[src/rtl/ppo_pkg.sv]
`timescale 1ns/1ps
package ppo_pkg;
  typedef enum logic [2:0] {
    A_CTRL   = 3'd0,
    A_STAT   = 3'd1,
    A_PER_LO = 3'd2,
    A_PER_HI = 3'd3,
    A_NEXT   = 3'd4,
    A_MASK   = 3'd5,
    A_OUT    = 3'd6,
    A_GRP    = 3'd7
  } reg_addr_e;

  localparam int CTRL_RUN_BIT = 0;
  localparam int CTRL_IE_BIT  = 1;
  localparam int STAT_FLG_BIT = 0;
endpackage

[src/rtl/ppo_timer.sv]
`timescale 1ns/1ps
module ppo_timer #(
  parameter int CNT_W = 16
) (
  input  logic             clk,
  input  logic             rst_n,
  input  logic             run,
  input  logic [CNT_W-1:0] period,
  output logic             match
);
  logic [CNT_W-1:0] cnt_q;

  function automatic logic [CNT_W-1:0] step(input logic [CNT_W-1:0] c);
    return c + {{(CNT_W-1){1'b0}}, 1'b1};
  endfunction

  assign match = run && (cnt_q == period);

  always_ff @(posedge clk) begin
    if (!rst_n)      cnt_q <= '0;
    else if (!run)   cnt_q <= '0;
    else if (match)  cnt_q <= '0;
    else             cnt_q <= step(cnt_q);
  end

  p_restart_r1: assert property (@(posedge clk) disable iff (!rst_n)
    match |=> (cnt_q == '0));
  p_count_up_r1: assert property (@(posedge clk) disable iff (!rst_n)
    (run && !match) |=> (cnt_q == step($past(cnt_q))));
  p_idle_r6: assert property (@(posedge clk) disable iff (!rst_n)
    !run |-> !match);
  p_idle_zero_r6: assert property (@(posedge clk) disable iff (!rst_n)
    !run |=> (cnt_q == '0));
endmodule

[src/rtl/ppo_latch.sv]
`timescale 1ns/1ps
module ppo_latch #(
  parameter int               PORT_W  = 8,
  parameter int               GRP_W   = 4,
  parameter int               SEL_W   = 2,
  parameter int               NGRP    = PORT_W / GRP_W,
  parameter logic [SEL_W-1:0] CHAN_ID = 2'd1
) (
  input  logic                  clk,
  input  logic                  rst_n,
  input  logic                  match,
  input  logic [PORT_W-1:0]     next_q,
  input  logic [PORT_W-1:0]     mask,
  input  logic [NGRP*SEL_W-1:0] grp_sel,
  input  logic                  out_we,
  input  logic [PORT_W-1:0]     out_wdata,
  output logic [PORT_W-1:0]     pins
);
  logic [PORT_W-1:0] grp_bits;
  logic [PORT_W-1:0] xfer_en;
  logic [PORT_W-1:0] base;

  function automatic logic [PORT_W-1:0] merge(input logic [PORT_W-1:0] cur,
                                              input logic [PORT_W-1:0] nxt,
                                              input logic [PORT_W-1:0] en);
    return (cur & ~en) | (nxt & en);
  endfunction

  for (genvar g = 0; g < NGRP; g++) begin : g_grp
    assign grp_bits[g*GRP_W +: GRP_W] =
      {GRP_W{grp_sel[g*SEL_W +: SEL_W] == CHAN_ID}};

    p_grp_gate_r5: assert property (@(posedge clk) disable iff (!rst_n)
      (match && !out_we && (grp_sel[g*SEL_W +: SEL_W] != CHAN_ID))
      |=> $stable(pins[g*GRP_W +: GRP_W]));
  end

  assign xfer_en = match ? (mask & grp_bits) : '0;
  assign base    = out_we ? out_wdata : pins;

  always_ff @(posedge clk) begin
    if (!rst_n) pins <= '0;
    else        pins <= merge(base, next_q, xfer_en);
  end

  p_hold_r2: assert property (@(posedge clk) disable iff (!rst_n)
    (!match && !out_we) |=> $stable(pins));
  p_mask_r4: assert property (@(posedge clk) disable iff (!rst_n)
    (match && !out_we) |=> (((pins ^ $past(pins)) & ~$past(mask)) == '0));
  p_copy_r2: assert property (@(posedge clk) disable iff (!rst_n)
    match |=> (((pins ^ $past(next_q)) & $past(mask & grp_bits)) == '0));
endmodule

[src/rtl/pulse_pattern_out.sv]
`timescale 1ns/1ps
module pulse_pattern_out #(
  parameter int         PORT_W  = 8,
  parameter int         CNT_W   = 16,
  parameter logic [1:0] CHAN_ID = 2'd1
) (
  input  logic              clk,
  input  logic              rst_n,
  input  logic              bus_we,
  input  logic              bus_re,
  input  logic [2:0]        bus_addr,
  input  logic [PORT_W-1:0] bus_wdata,
  output logic [PORT_W-1:0] bus_rdata,
  output logic [PORT_W-1:0] pat_out,
  output logic              irq
);
  import ppo_pkg::*;

  localparam int GRP_W = 4;
  localparam int SEL_W = 2;
  localparam int NGRP  = PORT_W / GRP_W;
  localparam int HI_W  = CNT_W - PORT_W;

  logic                  run_q, ie_q, flag_q, armed_q;
  logic [CNT_W-1:0]      per_q;
  logic [PORT_W-1:0]     next_q, mask_q;
  logic [NGRP*SEL_W-1:0] grp_q;
  logic                  match;
  reg_addr_e             sel;
  logic                  wr_stat, rd_stat, clr_req, out_we;
  logic [2*PORT_W-1:0]   per_ext;

  assign sel     = reg_addr_e'(bus_addr);
  assign wr_stat = bus_we && (sel == A_STAT);
  assign rd_stat = bus_re && (sel == A_STAT);
  assign clr_req = wr_stat && !bus_wdata[STAT_FLG_BIT] && armed_q;
  assign out_we  = bus_we && (sel == A_OUT);
  assign per_ext = (2*PORT_W)'(per_q);
  assign irq     = flag_q && ie_q;

  always_ff @(posedge clk) begin
    if (!rst_n) begin
      run_q  <= 1'b0;
      ie_q   <= 1'b0;
      per_q  <= '0;
      next_q <= '0;
      mask_q <= '0;
      grp_q  <= '0;
    end else if (bus_we) begin
      case (sel)
        A_CTRL: begin
          run_q <= bus_wdata[CTRL_RUN_BIT];
          ie_q  <= bus_wdata[CTRL_IE_BIT];
        end
        A_PER_LO: per_q[PORT_W-1:0]     <= bus_wdata;
        A_PER_HI: per_q[CNT_W-1:PORT_W] <= bus_wdata[HI_W-1:0];
        A_NEXT:   next_q <= bus_wdata;
        A_MASK:   mask_q <= bus_wdata;
        A_GRP:    grp_q  <= bus_wdata[NGRP*SEL_W-1:0];
        default:  ;
      endcase
    end
  end

  always_ff @(posedge clk) begin
    if (!rst_n) begin
      flag_q  <= 1'b0;
      armed_q <= 1'b0;
    end else begin
      if (match)        flag_q <= 1'b1;
      else if (clr_req) flag_q <= 1'b0;
      if (wr_stat)                armed_q <= 1'b0;
      else if (rd_stat && flag_q) armed_q <= 1'b1;
    end
  end

  always_comb begin
    bus_rdata = '0;
    case (sel)
      A_CTRL:   begin
        bus_rdata[CTRL_RUN_BIT] = run_q;
        bus_rdata[CTRL_IE_BIT]  = ie_q;
      end
      A_STAT:   bus_rdata[STAT_FLG_BIT] = flag_q;
      A_PER_LO: bus_rdata = per_ext[PORT_W-1:0];
      A_PER_HI: bus_rdata = per_ext[2*PORT_W-1:PORT_W];
      A_NEXT:   bus_rdata = next_q;
      A_MASK:   bus_rdata = mask_q;
      A_OUT:    bus_rdata = pat_out;
      A_GRP:    bus_rdata = PORT_W'(grp_q);
      default:  bus_rdata = '0;
    endcase
  end

  ppo_timer #(.CNT_W(CNT_W)) timer_i (
    .clk    (clk),
    .rst_n  (rst_n),
    .run    (run_q),
    .period (per_q),
    .match  (match)
  );

  ppo_latch #(
    .PORT_W  (PORT_W),
    .GRP_W   (GRP_W),
    .SEL_W   (SEL_W),
    .NGRP    (NGRP),
    .CHAN_ID (CHAN_ID)
  ) latch_i (
    .clk       (clk),
    .rst_n     (rst_n),
    .match     (match),
    .next_q    (next_q),
    .mask      (mask_q),
    .grp_sel   (grp_q),
    .out_we    (out_we),
    .out_wdata (bus_wdata),
    .pins      (pat_out)
  );

  p_flag_set_r9: assert property (@(posedge clk) disable iff (!rst_n)
    match |=> flag_q);
  p_unarmed_keep_r9: assert property (@(posedge clk) disable iff (!rst_n)
    (flag_q && !armed_q) |=> flag_q);
  p_irq_gate_r3: assert property (@(posedge clk) disable iff (!rst_n)
    !ie_q |-> !irq);
endmodule

[config.mk]
export PLATFORM = sky130hd
export DESIGN_NAME = pulse_pattern_out
export DESIGN_NICKNAME = d
export VERILOG_FILES = /design/src/rtl/ppo_pkg.sv /design/src/rtl/ppo_timer.sv /design/src/rtl/ppo_latch.sv /design/src/rtl/pulse_pattern_out.sv
export SDC_FILE = /design/constraint.sdc
export NUM_CORES = 1
export LEC_CHECK = 0
export BUFFER_PORTS_ARGS = -buffer_cell sky130_fd_sc_hd__buf_2
export CAP_MARGIN = 20
export CELL_PAD_IN_SITES_DETAIL_PLACEMENT = 1
export CELL_PAD_IN_SITES_GLOBAL_PLACEMENT = 1
export CORE_MARGIN = 3
export CORE_UTILIZATION = 45
export CTS_CLUSTER_DIAMETER = 120
export CTS_CLUSTER_SIZE = 24
export DETAILED_ROUTE_END_ITERATION = 6
export GPL_TIMING_DRIVEN = 0
export PLACE_DENSITY = 0.78
export SLEW_MARGIN = 20
export SYNTH_ARGS = -nofsm -noshare
export SYNTH_HDL_FRONTEND = slang
export SYNTH_SLANG_ARGS = --single-unit
[constraint.sdc]
create_clock -name clk -period 3.55 [get_ports clk]
set_clock_uncertainty 0.1 [all_clocks]
set_input_delay 0.1775 -clock clk [delete_from_list [all_inputs] [get_ports clk]]
set_output_delay 0.1775 -clock clk [all_outputs]
set_load 0.05 [all_outputs]
=== After elaboration in Yosys (flattened, before gate mapping) ===
Cells that the tools add are included.

* Register bits after elaboration: 64
* Input port bits: 15
* Output and inout bits: 17
* Logic and storage cells: 55

* $add $sub $neg: 1
* Equality and inequality tests: 10
* Multiplexer cells: 7
* Bitwise logic cells: 7
* Reduce and logical (&&, ||, !) cells: 19

{| class="wikitable"
|+ Operators by type and width
! cell !! number
|-
| 6-bit case mux with 6 select lines || 1
|-
| 8-bit AND || 3
|-
| 16-bit by 1-bit adder with 16-bit output, second input constant || 1
|-
| 16-bit equality test || 1
|-
| 8-bit 2-to-1 mux || 2
|-
| 3-bit equality test, second input constant || 4
|-
| 2-bit AND reduction || 6
|-
| 1-bit logical AND || 8
|-
| 8-bit NOT || 1
|-
| 8-bit OR || 1
|-
| 1-bit case mux with 8 select lines || 1
|-
| 1-bit case mux with 7 select lines || 1
|-
| 3-bit by 2-bit equality test with 1-bit output, second input constant || 2
|-
| 2-bit by 1-bit equality test with 1-bit output, second input constant || 2
|-
| 3-bit by 1-bit equality test with 1-bit output, second input constant || 1
|-
| 3-bit zero test || 1
|-
| 3-bit OR reduction || 1
|-
| 1-bit 2-to-1 mux || 2
|-
| 1-bit NOT || 2
|-
| 2-bit nonzero test || 1
|-
| 2-bit OR reduction || 1
|-
| 1-bit zero test || 1
|}

=== Depth between registers and ports, before layout ===
Gate-level depths: netlist (run 1).

* Depth after elaboration: 6
* Mapped depth: 7
* Gate-level depth less buffers: 6

=== Modules after synthesis ===
From an unflattened synthesis (run 1), not the netlist that was laid out.

* Cell total of the unflattened synthesis: 360
* Area, all modules: 3422.0 um2

{| class="wikitable"
|+ By module, submodules not included
! module !! instances !! cells an instance !! area each (um2) !! sequential area each (um2)
|-
| pulse_pattern_out || 1 || 219 || 2119.5 || 800.8
|-
| ppo_timer || 1 || 98 || 859.6 || 320.3
|-
| ppo_latch || 1 || 43 || 442.9 || 160.2
|}

=== Worst setup path before layout (run 1) ===
OpenSTA, ideal clock, no wires.

* Path type: input-to-output
* Start point: in bus_addr[0]
* End point: out bus_rdata[3]
* Arrival: 2.034 ns
* Required time: 3.273 ns
* Slack: 1.238 ns
* Stages: 6
* Path buffers: 2
* Path through: buf_2 buf_1 mux2i_1 nor2_1 a21oi_1 o21ai_0

* Cells in the longest elaborated chain, start to end: 2

{| class="wikitable"
|+ RTL lines
! what !! line !! RTL
|-
| start: declaration || pulse_pattern_out.sv:11 || <nowiki>input logic [2:0] bus_addr,</nowiki>
|-
| 3-bit equality test or 3-bit by 2-bit equality test with 1-bit output (tied branches) || pulse_pattern_out.sv:79 || <nowiki>case (sel)</nowiki>
|-
| 6-bit case mux with 6 select lines (*) || pulse_pattern_out.sv:79 ||
|-
| end: declaration || pulse_pattern_out.sv:13 || <nowiki>output logic [PORT_W-1:0] bus_rdata,</nowiki>
|}

Mark *: on every way between the ends. The rest lies on a longest branch, timed or not.

=== Final worst setup path (run 1) ===
* Start point: reg timer_i.cnt_q[5]
* End point: reg timer_i.cnt_q[15]

* Cells in the longest elaborated chain, start to end: 3

{| class="wikitable"
|+ RTL lines
! what !! line !! RTL
|-
| start: declaration || ppo_timer.sv:11 || <nowiki>logic [CNT_W-1:0] cnt_q;</nowiki>
|-
| start signal: assignment || ppo_timer.sv:23 || <nowiki>else cnt_q <= step(cnt_q);</nowiki>
|-
| branches (longest 3 deep; another with 16-bit by 1-bit adder with 16-bit output) || -- ||
|}

Parallel ways; which one is timed is not known.
A chain may end at the register's enable or synchronous reset.

==> impl.org, run 1 <==
** Die
- Boundary pin count :: 32
- The die covers 8390 um2.
- Die height :: 91.6 um
- Core Region :: 6940 um2
- Overall die width :: 91.6 um
- Starting Density :: 0.475
- Number of standard-cell rows in the floorplan :: 30

** Timing
- The total count of max-transition violations in the final report was 0.
- Measured against its own limit, the worst slew margin works out to 0.290.
- For the finished layout, the period the worst path requires is 2.29 ns.
- Fin Setup TNS :: 0 ns
- Hold violation count in the final report :: 0
- Of the available clock period, the critical path in the final layout requires 0.644.
- Least-Margin Pin Slew :: 1.06 ns
- Setup violations remaining at the end of the flow were counted as 0.
- Derived from the worst setup path, the maximum achievable clock frequency is 437 MHz.
- Unrepaired setup endpoints after global routing :: false
- Post-route worst setup slack :: 1.26 ns

** Clock tree
- The root buffer cell chosen for the clock tree is sky130_fd_sc_hd__clkbuf_8.
- Number of gates resized after CTS :: 0
- For this design, the CTS-stage hold fixing added 0 buffers.
- In this run the number of H-tree levels came out at 3.
- The tree built by TritonCTS fans out to 64 sinks.
- After clock tree synthesis, the clock-pin slew on the worst setup and hold paths is approximately 0.070 ns.
- Post-CTS setup buffers :: 0
- Latest clock arrival within the worst-skew pair :: ~0.34 ns
- TritonCTS buffer count :: 9
- No sink is reached through more buffers than the 2 on the longest clock path.
- TritonCTS built the clock tree.

** Placed design
- Post-Place Cells :: 519
- Routability-driven placement finished with a final weighted congestion of 0.886.
- Instance area after placement :: 3560 um2
- Input and output buffers added on the ports amount to 29.
- Once detailed placement completed, the half-perimeter wirelength came to 7250 um.
- Placement-stage worst setup slack :: 1.27 ns

** Logic synthesis
- Proportion of synthesized chip area in sequential cells :: 0.389
- In this run the mean area of a mapped cell was 8.37 um2.
- Synthesis produced a netlist with a net count of 410.
- Ranked by instance count, the synthesized netlist is headed by sky130_fd_sc_hd__nand2_1, sky130_fd_sc_hd__dfxtp_1, sky130_fd_sc_hd__a21boi_0.
- After technology mapping, the gate count stands at slightly below 400.
- The synthesized netlist contains 41 unique library cells.
- Dominant synthesized flop cell :: sky130_fd_sc_hd__dfxtp_1
- Number of synthesized register bits :: 64
- Counting flops with a built-in enable in the synthesized netlist gives 0.
- The share of synthesized area in the top cell type comes to 0.389.
- Cell Area, Synth :: 3300 um2
- Counting flops with an async set or reset pin after synthesis yields a share of 0.
- Count leader, synth :: sky130_fd_sc_hd__nand2_1
- In the post-synthesis netlist, the biggest area contributors are sky130_fd_sc_hd__dfxtp_1, sky130_fd_sc_hd__nand2_1, sky130_fd_sc_hd__a21boi_0.
- sky130_fd_sc_hd__dfxtp_1 takes more of the synthesized area than any other cell.
- During synthesis, Yosys emitted a total of 0 warnings.

** Route
- Detailed-route DRC error count :: 0
- After detailed routing, the number of vias per cell comes to between 5 and 6.
- Detailed routing inserted a total of 3000 vias.
- In the final routed layout, each cell accounts on average for 18.5 um.
- After detailed routing, the total wire length is 9890 um.
- The detail route stage leaves a number of antenna-violating nets equal to 0.
- The first TritonRoute pass finished after 4 iterations.
- In this run, the number of DRC markers left after iteration 0 of detailed routing was 88.

** Worst setup path
- The signal on the critical path passes through xnor2_1 > nand4_1 > a211oi_2 > a21o_4 > buf_6 > nor2_1.
- Setup crit end kind :: register
- The largest single stage delay on the critical path is 0.86 ns.
- The worst setup path is launched from a register.
- Arrival time reported for the critical path endpoint :: 2.43 ns
- Classification of the worst setup path :: register to register
- For the worst flop-to-flop path, the logic depth is 6.
- Data required time of the worst path :: 3.69 ns
- The worst register-to-register path ends at timer_i.cnt_q[15]$_SDFF_PP0_.
- The setup check on the worst reg-to-reg path leaves a slack of 1.26 ns.
- R2r startpoint :: timer_i.cnt_q[5]$_SDFF_PP0_
- The slowest stage of the critical path is the sky130_fd_sc_hd__a211oi_2 cell.
- In this run the worst path has a maximum fanout of 10.

** Job
- Max-Cap Viols :: 0

** Global routing
- Vias in the first global route :: around 3100
- Global route total overflow :: 0
- In the global route stage, overall resource usage came out at 0.247.
- Antenna violations before repair :: 0
- Largest net degree at the start of global routing :: 11
- First-pass GRT wire length :: approximately 16000 um

** Layout
- Measured on the finished design, the core utilization comes to 0.542.
- Compared with the post-synthesis result, the final layout area differs by 14.1%.
- At the end of the flow, the number of nets in the layout was 450.
- Cell area after layout :: 3760 um2
- ANT cells :: 0
- Post-route insts no fill :: around 540
- In the final layout, the share of cells above drive strength 1 is 0.141.

** Min path
- Counting instances, the worst hold path has a depth of 3.
- The startpoint identified for the worst hold timing path is bus_wdata[7].
- The min-delay analysis places its worst path in the category primary input to register.
- End point of the worst hold path :: per_ext[15]$_SDFFE_PN0P_

** Pwr
- VDD sags by at most between 0.2 and 0.3 mV.
- For this design the static power due to leakage is 1.36 nW.
- For this design the ratio of total power to cell area is 409 nW/um2.

** Outcome
- Outcome :: completed
## cells in the final DEF (no fill, tap or decap), types with 13 or more instances in the layout
cell type / instances
sky130_fd_sc_hd__dfxtp_1: 64
sky130_fd_sc_hd__a21boi_0: 32
sky130_fd_sc_hd__mux2i_1: 23
sky130_fd_sc_hd__xnor2_1: 19
sky130_fd_sc_hd__nand2_1: 97
sky130_fd_sc_hd__clkbuf_1: 15
sky130_fd_sc_hd__nor2b_1: 13
sky130_fd_sc_hd__nand4_1: 15
sky130_fd_sc_hd__nor2_1: 23
sky130_fd_sc_hd__buf_2: 32
## power by group
part	internal, mW	total, mW	switching [mW]
combinational	0.0451	0.143	0.0975
sequential	0.729	0.740	0.0108
clock	0.364	0.657	0.293
total	1.14	1.54	0.401
## metal layers
| layer | vias up | part of all wire | global-route usage |
|---|---|---|---|
| met4 | 0 | 0.021 | 0.101 |
| met2 | 71 | 0.45 | 0.388 |
| met3 | 18 | 0.045 | 0.0406 |
| met1 | 1483 | 0.48 | 0.334 |
| met5 | - | 0 | 0 |
| li1 | 1428 | - | - |
## worst max-delay path, delay by kind of cell, from the launching register on
kind	cells	cell delay (ns)
flip-flops	1	0.45
XOR/XNOR	1	0.16
AND/OR/NAND/NOR	2	0.19
buffers and inverters	1	0.15
AO/OA/AOI/OAI	2	1.14
## how the worst max path moves through the flow
stage	start	to	slack, ns
floorplan	bus_addr[0]	bus_rdata[3]	1.24
global placement	timer_i.cnt_q[5]$_SDFF_PP0_	timer_i.cnt_q[15]$_SDFF_PP0_	1.33
detailed placement	timer_i.cnt_q[5]$_SDFF_PP0_	timer_i.cnt_q[15]$_SDFF_PP0_	1.27
CTS	timer_i.cnt_q[5]$_SDFF_PP0_	timer_i.cnt_q[15]$_SDFF_PP0_	1.26
global route	timer_i.cnt_q[5]$_SDFF_PP0_	timer_i.cnt_q[0]$_SDFF_PP0_	1.13
finish	timer_i.cnt_q[5]$_SDFF_PP0_	timer_i.cnt_q[15]$_SDFF_PP0_	1.26
## per-stage QoR
| step | hold WS [ns] | total power, mW |
|---|---|---|
| finish | 0.0429 | 1.54 |
| global route | 0.0366 | 1.59 |
| CTS | 0.0392 | 1.54 |
| detailed placement | 0.367 | 0.898 |
| global placement | 0.363 | 0.894 |
| floorplan | 0.222 | 0.844 |
## layout make-up
type,instances,area [um2]
clock inverter,2,37.5
buffer,22,101
timing repair buffer,29,145
fill,880,3180
inverter,5,18.8
clock buffer,14,163
multi-input combinational,303,1900
tap,96,120
sequential,64,1280
## cells by family (layout without fill, tap and decap cells)
group | after synthesis | in the layout | share of synthesized area
fa+ha+maj | 1 | 1 | 0.00379
mux | 34 | 34 | 0.111
simple gates | 180 | 180 | 0.251
compound gates | 61 | 61 | 0.137
buf+inv | 27 | 72 | 0.0364
flops | 64 | 64 | 0.389
xor+xnor | 27 | 27 | 0.0717
Power figures use the tool's default switching activity.
==> run 2: changes to the inputs <==
--- a/config.mk
+++ b/config.mk
@@ -10,12 +10,12 @@
 export CELL_PAD_IN_SITES_DETAIL_PLACEMENT = 1
 export CELL_PAD_IN_SITES_GLOBAL_PLACEMENT = 1
 export CORE_MARGIN = 3
-export CORE_UTILIZATION = 45
+export CORE_UTILIZATION = 44
 export CTS_CLUSTER_DIAMETER = 120
 export CTS_CLUSTER_SIZE = 24
 export DETAILED_ROUTE_END_ITERATION = 6
 export GPL_TIMING_DRIVEN = 0
-export PLACE_DENSITY = 0.78
+export PLACE_DENSITY = 0.77
 export SLEW_MARGIN = 20
 export SYNTH_ARGS = -nofsm -noshare
 export SYNTH_HDL_FRONTEND = slang
==> constraint.sdc (replaced) <==
create_clock -name clk -period 2.4 [get_ports clk]
set_clock_uncertainty 0.1 [all_clocks]
set_input_delay 0.12 -clock clk [delete_from_list [all_inputs] [get_ports clk]]
set_output_delay 0.12 -clock clk [all_outputs]
set_load 0.05 [all_outputs]
==> run 2 against run 1 <==
Compared with the run above:
- sequential power grew 47%
- utilization grew 0.37 points
- via count grew 1.7%
- largest power group unchanged
- critical endpoint is now timer_i.cnt_q[9]$_SDFF_PP0_
- wire length shrank 0.12%
- critical path type unchanged
==> impl.org, run 2 (same netlist as run 1, synthesis figures left out) <==
** Pwr
- Switching component of the power :: 0.607 mW (+51%)
- PwrDens :: 591 nW/um2 (+44%)
- Worst IR Drop VDD :: 0.247 mV (-13%)
- Register share of total power :: 0.484 (+0.003)
- Proportion of total power due to net switching :: 0.268 (+0.00772)
- The clock network power share came to 0.419 (-0.008).
- Internal power :: 1.65 mW (+45%)
- Leakage power summed over all cells :: 1.40 nW (+2.8%)
- The proportion of power drawn by combinational gates was 0.097 (+0.004).

** Die
- The total die area is 8570 um2 (+2.1%).
- Die height :: 92.6 um (+1.1%)
- The placement row count was 30 (unchanged).
- Core Region :: 7020 um2 (+1.1%)
- The number of I/O pins came to 32 (unchanged).
- The initial core utilization was 0.470 (-0.00508).
- Overall die width :: 92.6 um (+1.1%)

** Clock tree
- The clock latency on the worst-skew pair was 0.35 ns (about the same).
- TritonCTS buffer count :: 9 (unchanged)
- The maximum buffer depth of the clock tree was 2 (unchanged).
- Number of sinks driven by the clock tree :: 64 (unchanged)
- The quantity of gates resized following cts was 0 (unchanged).
- H-tree level count :: 3 (unchanged)
- TritonCTS built the clock tree.
- The register clock-pin slew on the reported worst setup and hold paths was 0.08 ns (about the same).
- The number of setup buffers added after CTS was 0 (unchanged).
- The cts-stage hold buffer count came to 7 (+7).
- The tree is rooted in a sky130_fd_sc_hd__clkbuf_8.

** Placed design
- The final estimated routing congestion in global placement is 0.866 (-2.3%).
- Sum of net half-perimeters after detailed placement :: 7260 um (+0.10%)
- Port buffer count :: 29 (unchanged)
- Post-Place Cells :: 519 (unchanged)

** Layout
- Finished Core Util :: 0.545 (+0.00365)
- The top cell types in the final layout, fill and taps aside, are sky130_fd_sc_hd__nand2_1, sky130_fd_sc_hd__dfxtp_1, sky130_fd_sc_hd__buf_2, sky130_fd_sc_hd__a21boi_0.
- Area of the multi-input gates :: 1900 um2 (unchanged)
- Most frequent standard cell in the layout excluding fill and tap cells :: sky130_fd_sc_hd__nand2_1
- Area grow syn2layout :: 16.1%
- The final non-filler cell total was 542 (+1.3%).
- The fraction of layout instances using a drive strength above 1 is 0.146 (+0.00451).
- The final antenna diode count is 0 (unchanged).
- The count of fill cells added during filler insertion is 872 (-0.91%).
- The sequential standard cell area came to 1280 um2 (unchanged).
- The final-stage net count came to 457 (+1.6%).

** Worst setup path
- Data required time of the worst path :: 2.54 ns (-1.15 ns)
- The arrival time at the worst endpoint is 2.38 ns (-0.05 ns).
- The critical path's largest stage delay is 0.66 ns (-0.20 ns).
- Classification of the worst setup path :: register to register
- Biggest fanout along the worst timing path :: 10 (unchanged)
- The critical path buffer and inverter count is 2 (+1).
- Among all stages on the critical path, the largest delay is contributed by sky130_fd_sc_hd__nor4_4.
- Ordered cell list for the critical path :: clkbuf_1 > xnor2_1 > nand2_1 > nor4_4 > a21o_4 > buf_6 > nor2_1
- The worst setup path is launched from a register.
- Grouping stages by cell kind, the critical path spends the most delay in simple AND/OR/NAND/NOR gates.
- Setup crit end kind :: register

** Timing
- Headroom to the max-slew limit :: 0.376 (+0.0859)
- Final critical path time including I/O delays and setup :: 2.24 ns (-0.0477 ns)
- The final count of negative-setup-slack endpoints is 0 (unchanged).
- The number of failing hold endpoints at the final stage is 0 (unchanged).
- The transition at the pin with the smallest max-transition slack came to 0.928 ns (-0.128 ns).
- Final period util :: 0.933 (+0.289)
- Pins over their slew limit :: 0 (unchanged)
- The sum of negative setup slack is 0 ns (unchanged).
- The final-layout worst hold slack came to 0.0120 ns (-0.0308 ns).
- Setup repair after global routing left no endpoint under its margin.
- The highest clock frequency the design can meet came to 447 MHz (+2.1%).

** Route
- Average wire per cell in the routed design :: 18.2 um (-1.4%)
- The violation count after the first detailed-routing iteration came to 152 (+73%).
- Detailed-route DRC error count :: 0 (unchanged)
- The average vias per placed instance was 5.63 (+0.35%).
- The detailed-router iteration count before antenna repair came to 4 (unchanged).
- The number of nets still failing antenna checks after routing came to 0 (unchanged).
- The routed wire length is 9880 um (-0.12%).
- Vias post-DR :: 3050 (+1.7%)

** Global routing
- Global route total overflow :: 0 (unchanged)
- The number of antenna violations at the first check in global routing was 0 (unchanged).
- The first-pass GRT wire length came to 16400 um (+1.7%).
- Largest net degree at the start of global routing :: 12 (+1)
- Vias in the first global route :: 3198 (+2.6%)
- The global-route usage over all layers was 0.248 (+0.00172).

** Job
- The max-capacitance violation count is 0 (unchanged).

** Min path
- Worst min-delay path category :: primary input to register

** Outcome
- Outcome :: completed
## run 2: cell type report
cell class / instances / area share
inverter: 5 / 0.00490
multi-input combinational: 303 / 0.495
buffer: 22 / 0.0265
clock buffer: 10 / 0.0359
timing repair buffer: 36 / 0.0562
tap: 96 / 0.0314
clock inverter: 6 / 0.0154
sequential: 64 / 0.335
## run 2: path summary, 6_finish.rpt
path	startpoint	end	slack (ns)	depth (start not counted)
worst max-delay path	timer_i.cnt_q[8]$_SDFF_PP0_	timer_i.cnt_q[9]$_SDFF_PP0_	0.16	7
worst min-delay path	bus_wdata[1]	next_q[1]$_SDFFE_PN0P_	0.01	3
worst max register to register	timer_i.cnt_q[8]$_SDFF_PP0_	timer_i.cnt_q[9]$_SDFF_PP0_	0.16	7
worst min register to register	timer_i.cnt_q[0]$_SDFF_PP0_	timer_i.cnt_q[0]$_SDFF_PP0_	0.38	1
## run 2: power groups by stage
stage	Combinational, mW	Clock [mW]	Sequential, mW
floorplan	0.126	0	1.12
global placement	0.203	0	1.12
detailed placement	0.208	0	1.12
CTS	0.218	0.966	1.09
global route	0.238	1.00	1.10
finish	0.219	0.948	1.09
## run 2: per-stage QoR
stage,setup slack [ns],power (mW),cell area (um2)
after CTS,0.159,2.28,3830
after global placement,0.213,1.32,3560
after global routing,0.0251,2.34,3830
after detailed placement,0.181,1.33,3560
final,0.162,2.26,3830
after floorplan,0.203,1.25,3300
## run 2: routing by layer
| metal | global-route usage | up-vias | routed length, um | part of all wire |
|---|---|---|---|---|
| met4 | 0.0891 | 0 | 119 | 0.012 |
| li1 | - | 1436 | - | - |
| met2 | 0.404 | 67 | 4690 | 0.47 |
| met5 | 0 | - | 0 | 0 |
| met3 | 0.0374 | 13 | 430 | 0.044 |
| met1 | 0.333 | 1534 | 4640 | 0.47 |
## run 2: worst register-to-register path, stage by stage (launching register included)
cell and delay, ns:
sky130_fd_sc_hd__dfxtp_1 0.31, sky130_fd_sc_hd__clkbuf_1 0.31, sky130_fd_sc_hd__xnor2_1 0.17, sky130_fd_sc_hd__nand2_1 0.10, sky130_fd_sc_hd__nor4_4 0.66, sky130_fd_sc_hd__a21o_4 0.28
sky130_fd_sc_hd__buf_6 0.16, sky130_fd_sc_hd__nor2_1 0.06
==> run 3: changes to the inputs <==
==> constraint.sdc (replaced) <==
create_clock -name clk -period 2.4 [get_ports clk]
set_clock_uncertainty 0.1 [all_clocks]
set_input_delay 0.36 -clock clk [delete_from_list [all_inputs] [get_ports clk]]
set_output_delay 0.36 -clock clk [all_outputs]
set_load 0.05 [all_outputs]
==> run 3 against run 2 <==
Compared with the run above:
- count of clock-buffer cells in the layout grew 1
- sequential power about the same
- first-iteration DRC count up 20%
- final area shrank 1.4%
- sequential share of layout area increased by 0.48 points
- via count down 2.6%
- flip-flop and latch count is the same
- largest cell class unchanged
==> impl.org, run 3 (same netlist as run 1, synthesis figures left out) <==
** Clock tree
- Root cell of the clock tree :: sky130_fd_sc_hd__clkbuf_8
- TritonCTS buffer count :: 9 (unchanged)
- The maximum buffer depth of the clock tree was 2 (unchanged).
- Number of sinks driven by the clock tree :: 64 (unchanged)
- The clock latency on the worst-skew pair is 0.35 ns (about the same).
- Clock-pin slew of the registers on the worst-case setup and hold paths :: 0.07 ns (about the same)
- The level count of the clock H-tree came to 3 (unchanged).
- TritonCTS built the clock tree.

** Layout
- ANT cells :: 0 (unchanged)
- In the layout the commonest cells are sky130_fd_sc_hd__nand2_1, sky130_fd_sc_hd__dfxtp_1, sky130_fd_sc_hd__buf_2, sky130_fd_sc_hd__a21boi_0.
- The area growth from synthesis to layout is 14.5%.
- The count of fill cells added during filler insertion was 885 (+1.5%).
- Most frequent standard cell in the layout excluding fill and tap cells :: sky130_fd_sc_hd__nand2_1
- The post-route cell area is 3770 um2 (-1.4%).
- The fraction of layout instances using a drive strength above 1 was 0.161 (+0.0156).
- The post-route core utilization came to 0.538 (-0.00767).
- The final-stage net count came to 452 (-1.1%).

** Placed design
- Port buffer count :: 29 (unchanged)
- Final weighted congestion in routability-driven placement :: 0.865 (about the same)
- The standard cell area after detailed placement came to 3560 um2 (unchanged).
- Sum of net half-perimeters after detailed placement :: 7190 um (-0.91%)

** Die
- The initial core utilization was 0.470 (unchanged).
- The die height came to 92.6 um (unchanged).
- The number of I/O pins is 32 (unchanged).
- The core box area was 7020 um2 (unchanged).
- The total die area is 8570 um2 (unchanged).
- Number of standard-cell rows in the floorplan :: 30 (unchanged)
- The width of the die is 92.6 um (unchanged).

** Route
- DRT iter0 DRCs :: 183 (+20%)
- Met1 wire length :: 4730 um (+1.9%)
- Highest routing layer actually used :: met4
- First-pass iteration count of the detailed router :: 4 (unchanged)
- Average wire per cell in the routed design :: 18.5 um (+1.7%)
- The detailed route wirelength on metal2 was 4580 um (-2.4%).
- Final wirelength :: 9930 um (+0.54%)
- The remaining design rule violation count was 0 (unchanged).
- The number of nets still failing antenna checks after routing came to 0 (unchanged).
- The total met3 wirelength after detailed routing is 508 um (+18%).
- The via count of the routed design was 2971 (-2.6%).
- The average vias per placed instance came to 5.54 (-1.5%).

** Global routing
- The first-pass GRT wire length is 16100 um (-2.0%).
- The number of antenna violations at the first check in global routing is 0 (unchanged).
- The number of global-route vias before repair is 3022 (-5.5%).
- Total GRT Usage :: 0.243 (-0.00510)
- Global route total overflow :: 0 (unchanged)
- The largest net degree at the start of global routing came to 11 (-1).

** Worst setup path
- Arrival time reported for the critical path endpoint :: 1.81 ns (-0.57 ns)
- Classification of the worst setup path :: primary input to primary output
- On the critical path, the stage with the largest delay is an instance of sky130_fd_sc_hd__clkbuf_1.
- The worst endpoint required time was 1.94 ns (-0.60 ns).
- The signal on the critical path passes through buf_2 > nor2b_1 > clkbuf_1 > a22oi_1 > o22a_1 > a21oi_1 > buf_2.
- Counting stages on the worst path, the most repeated cell is sky130_fd_sc_hd__buf_2.
- The critical path's largest stage delay is 0.35 ns (-0.31 ns).
- The maximum fanout along the worst path was 10 (unchanged).
- The worst setup path is launched from a primary input.
- Number of buffer and inverter stages on the critical path :: 3 (+1)
- Cell family with most CP delay :: buffers and inverters
- The worst setup path is captured at a primary output.

** Timing
- Setup violation total in the final timing report :: 0 (unchanged)
- The shortest period the worst path allows came to 2.27 ns (+0.0317 ns).
- The sum of negative setup slack was 0 ns (unchanged).
- The normalized max-slew margin came to 0.334 (-0.0428).
- Least-Margin Pin Slew :: 0.992 ns (+0.0636 ns)
- The total count of max-transition violations in the final report is 0 (unchanged).
- Hold Worst Slack :: 0.212 ns (+0.200 ns)
- Setup repair after global routing left no endpoint under its margin.
- Final period util :: 0.946 (+0.0132)
- The highest clock frequency the design can meet is 441 MHz (-1.4%).
- The number of failing hold endpoints at the final stage is 0 (unchanged).

** Min path
- Worst min-delay path category :: primary input to register

** Job
- Max-Cap Viols :: 0 (unchanged)

** Pwr
- The leakage power total came to 1.39 nW (-0.70%).
- The peak supply drop came to 0.223 mV (-9.8%).
- The total power of the final layout was 2.23 mW (-1.3%).
- The power per cell area is 591 nW/um2 (+0.12%).

** Outcome
- The run finished with clean final reports.
[run 3: cell types whose count changed in the layout (fill, tap and decap cells not counted), sizes merged]
| cell | change |
|---|---|
| clkbuf | +2 |
| clkinv | -2 |
| dlygate4sd3 | -7 |
| buf | +1 |
[run 3: area by class of cell]
class                   instances  area (um2)  area share
plain buffers                  22         108      0.0285
clock buffers                  11         141      0.0375
clock inverters                 4        45.0      0.0119
inverters                       5        18.8     0.00497
multi-input cells             303        1900       0.503
flip-flops and latches         64        1280       0.339
well taps                      96         120      0.0318
repair buffers                 31         160      0.0424
[run 3: repair_timing]
item	in CTS	in global routing
pin swaps	0	1
resized for setup	2	6
endpoints found under the setup margin	6	16
buffers inserted	0	2
endpoints found under the hold margin	0	0
hold buffers	0	0
[run 3: worst paths after layout]
kind	start	end	slack, ns	cells after the start
max	bus_addr[0]	bus_rdata[0]	0.13	7
min	bus_wdata[5]	next_q[5]$_SDFFE_PN0P_	0.21	3
max reg2reg	timer_i.cnt_q[13]$_SDFF_PP0_	timer_i.cnt_q[0]$_SDFF_PP0_	0.16	6
min reg2reg	next_q[6]$_SDFFE_PN0P_	next_q[6]$_SDFFE_PN0P_	0.39	2
[run 3: worst register-to-register path: stages (launching register included)]
cell,delay (ns)
sky130_fd_sc_hd__dfxtp_1,0.35
sky130_fd_sc_hd__xnor2_1,0.22
sky130_fd_sc_hd__nand4_1,0.15
sky130_fd_sc_hd__a211oi_2,0.84
sky130_fd_sc_hd__a21o_4,0.27
sky130_fd_sc_hd__buf_6,0.15
sky130_fd_sc_hd__nor2_1,0.05
[run 3: layer usage]
| layer | track usage | vias up |
|---|---|---|
| li1 | - | 1435 |
| met1 | 0.338 | 1447 |
| met2 | 0.393 | 78 |
| met3 | 0.0309 | 11 |
| met4 | 0.0743 | 0 |
| met5 | 0 | - |
[run 3: power by group]
group,switching (mW),internal [mW],total [mW]
registers,0.0157,1.08,1.09
clock network,0.427,0.498,0.924
logic,0.145,0.0688,0.214
total,0.587,1.64,2.23
[run 3: metrics by stage]
step | worst slack (ns) | cells
after floorplan | 0.0269 | 394
after global placement | -0.0952 | 519
after detailed placement | -0.128 | 519
after CTS | 0.0331 | 534
after global routing | 0.0122 | 536
final | 0.130 | 536
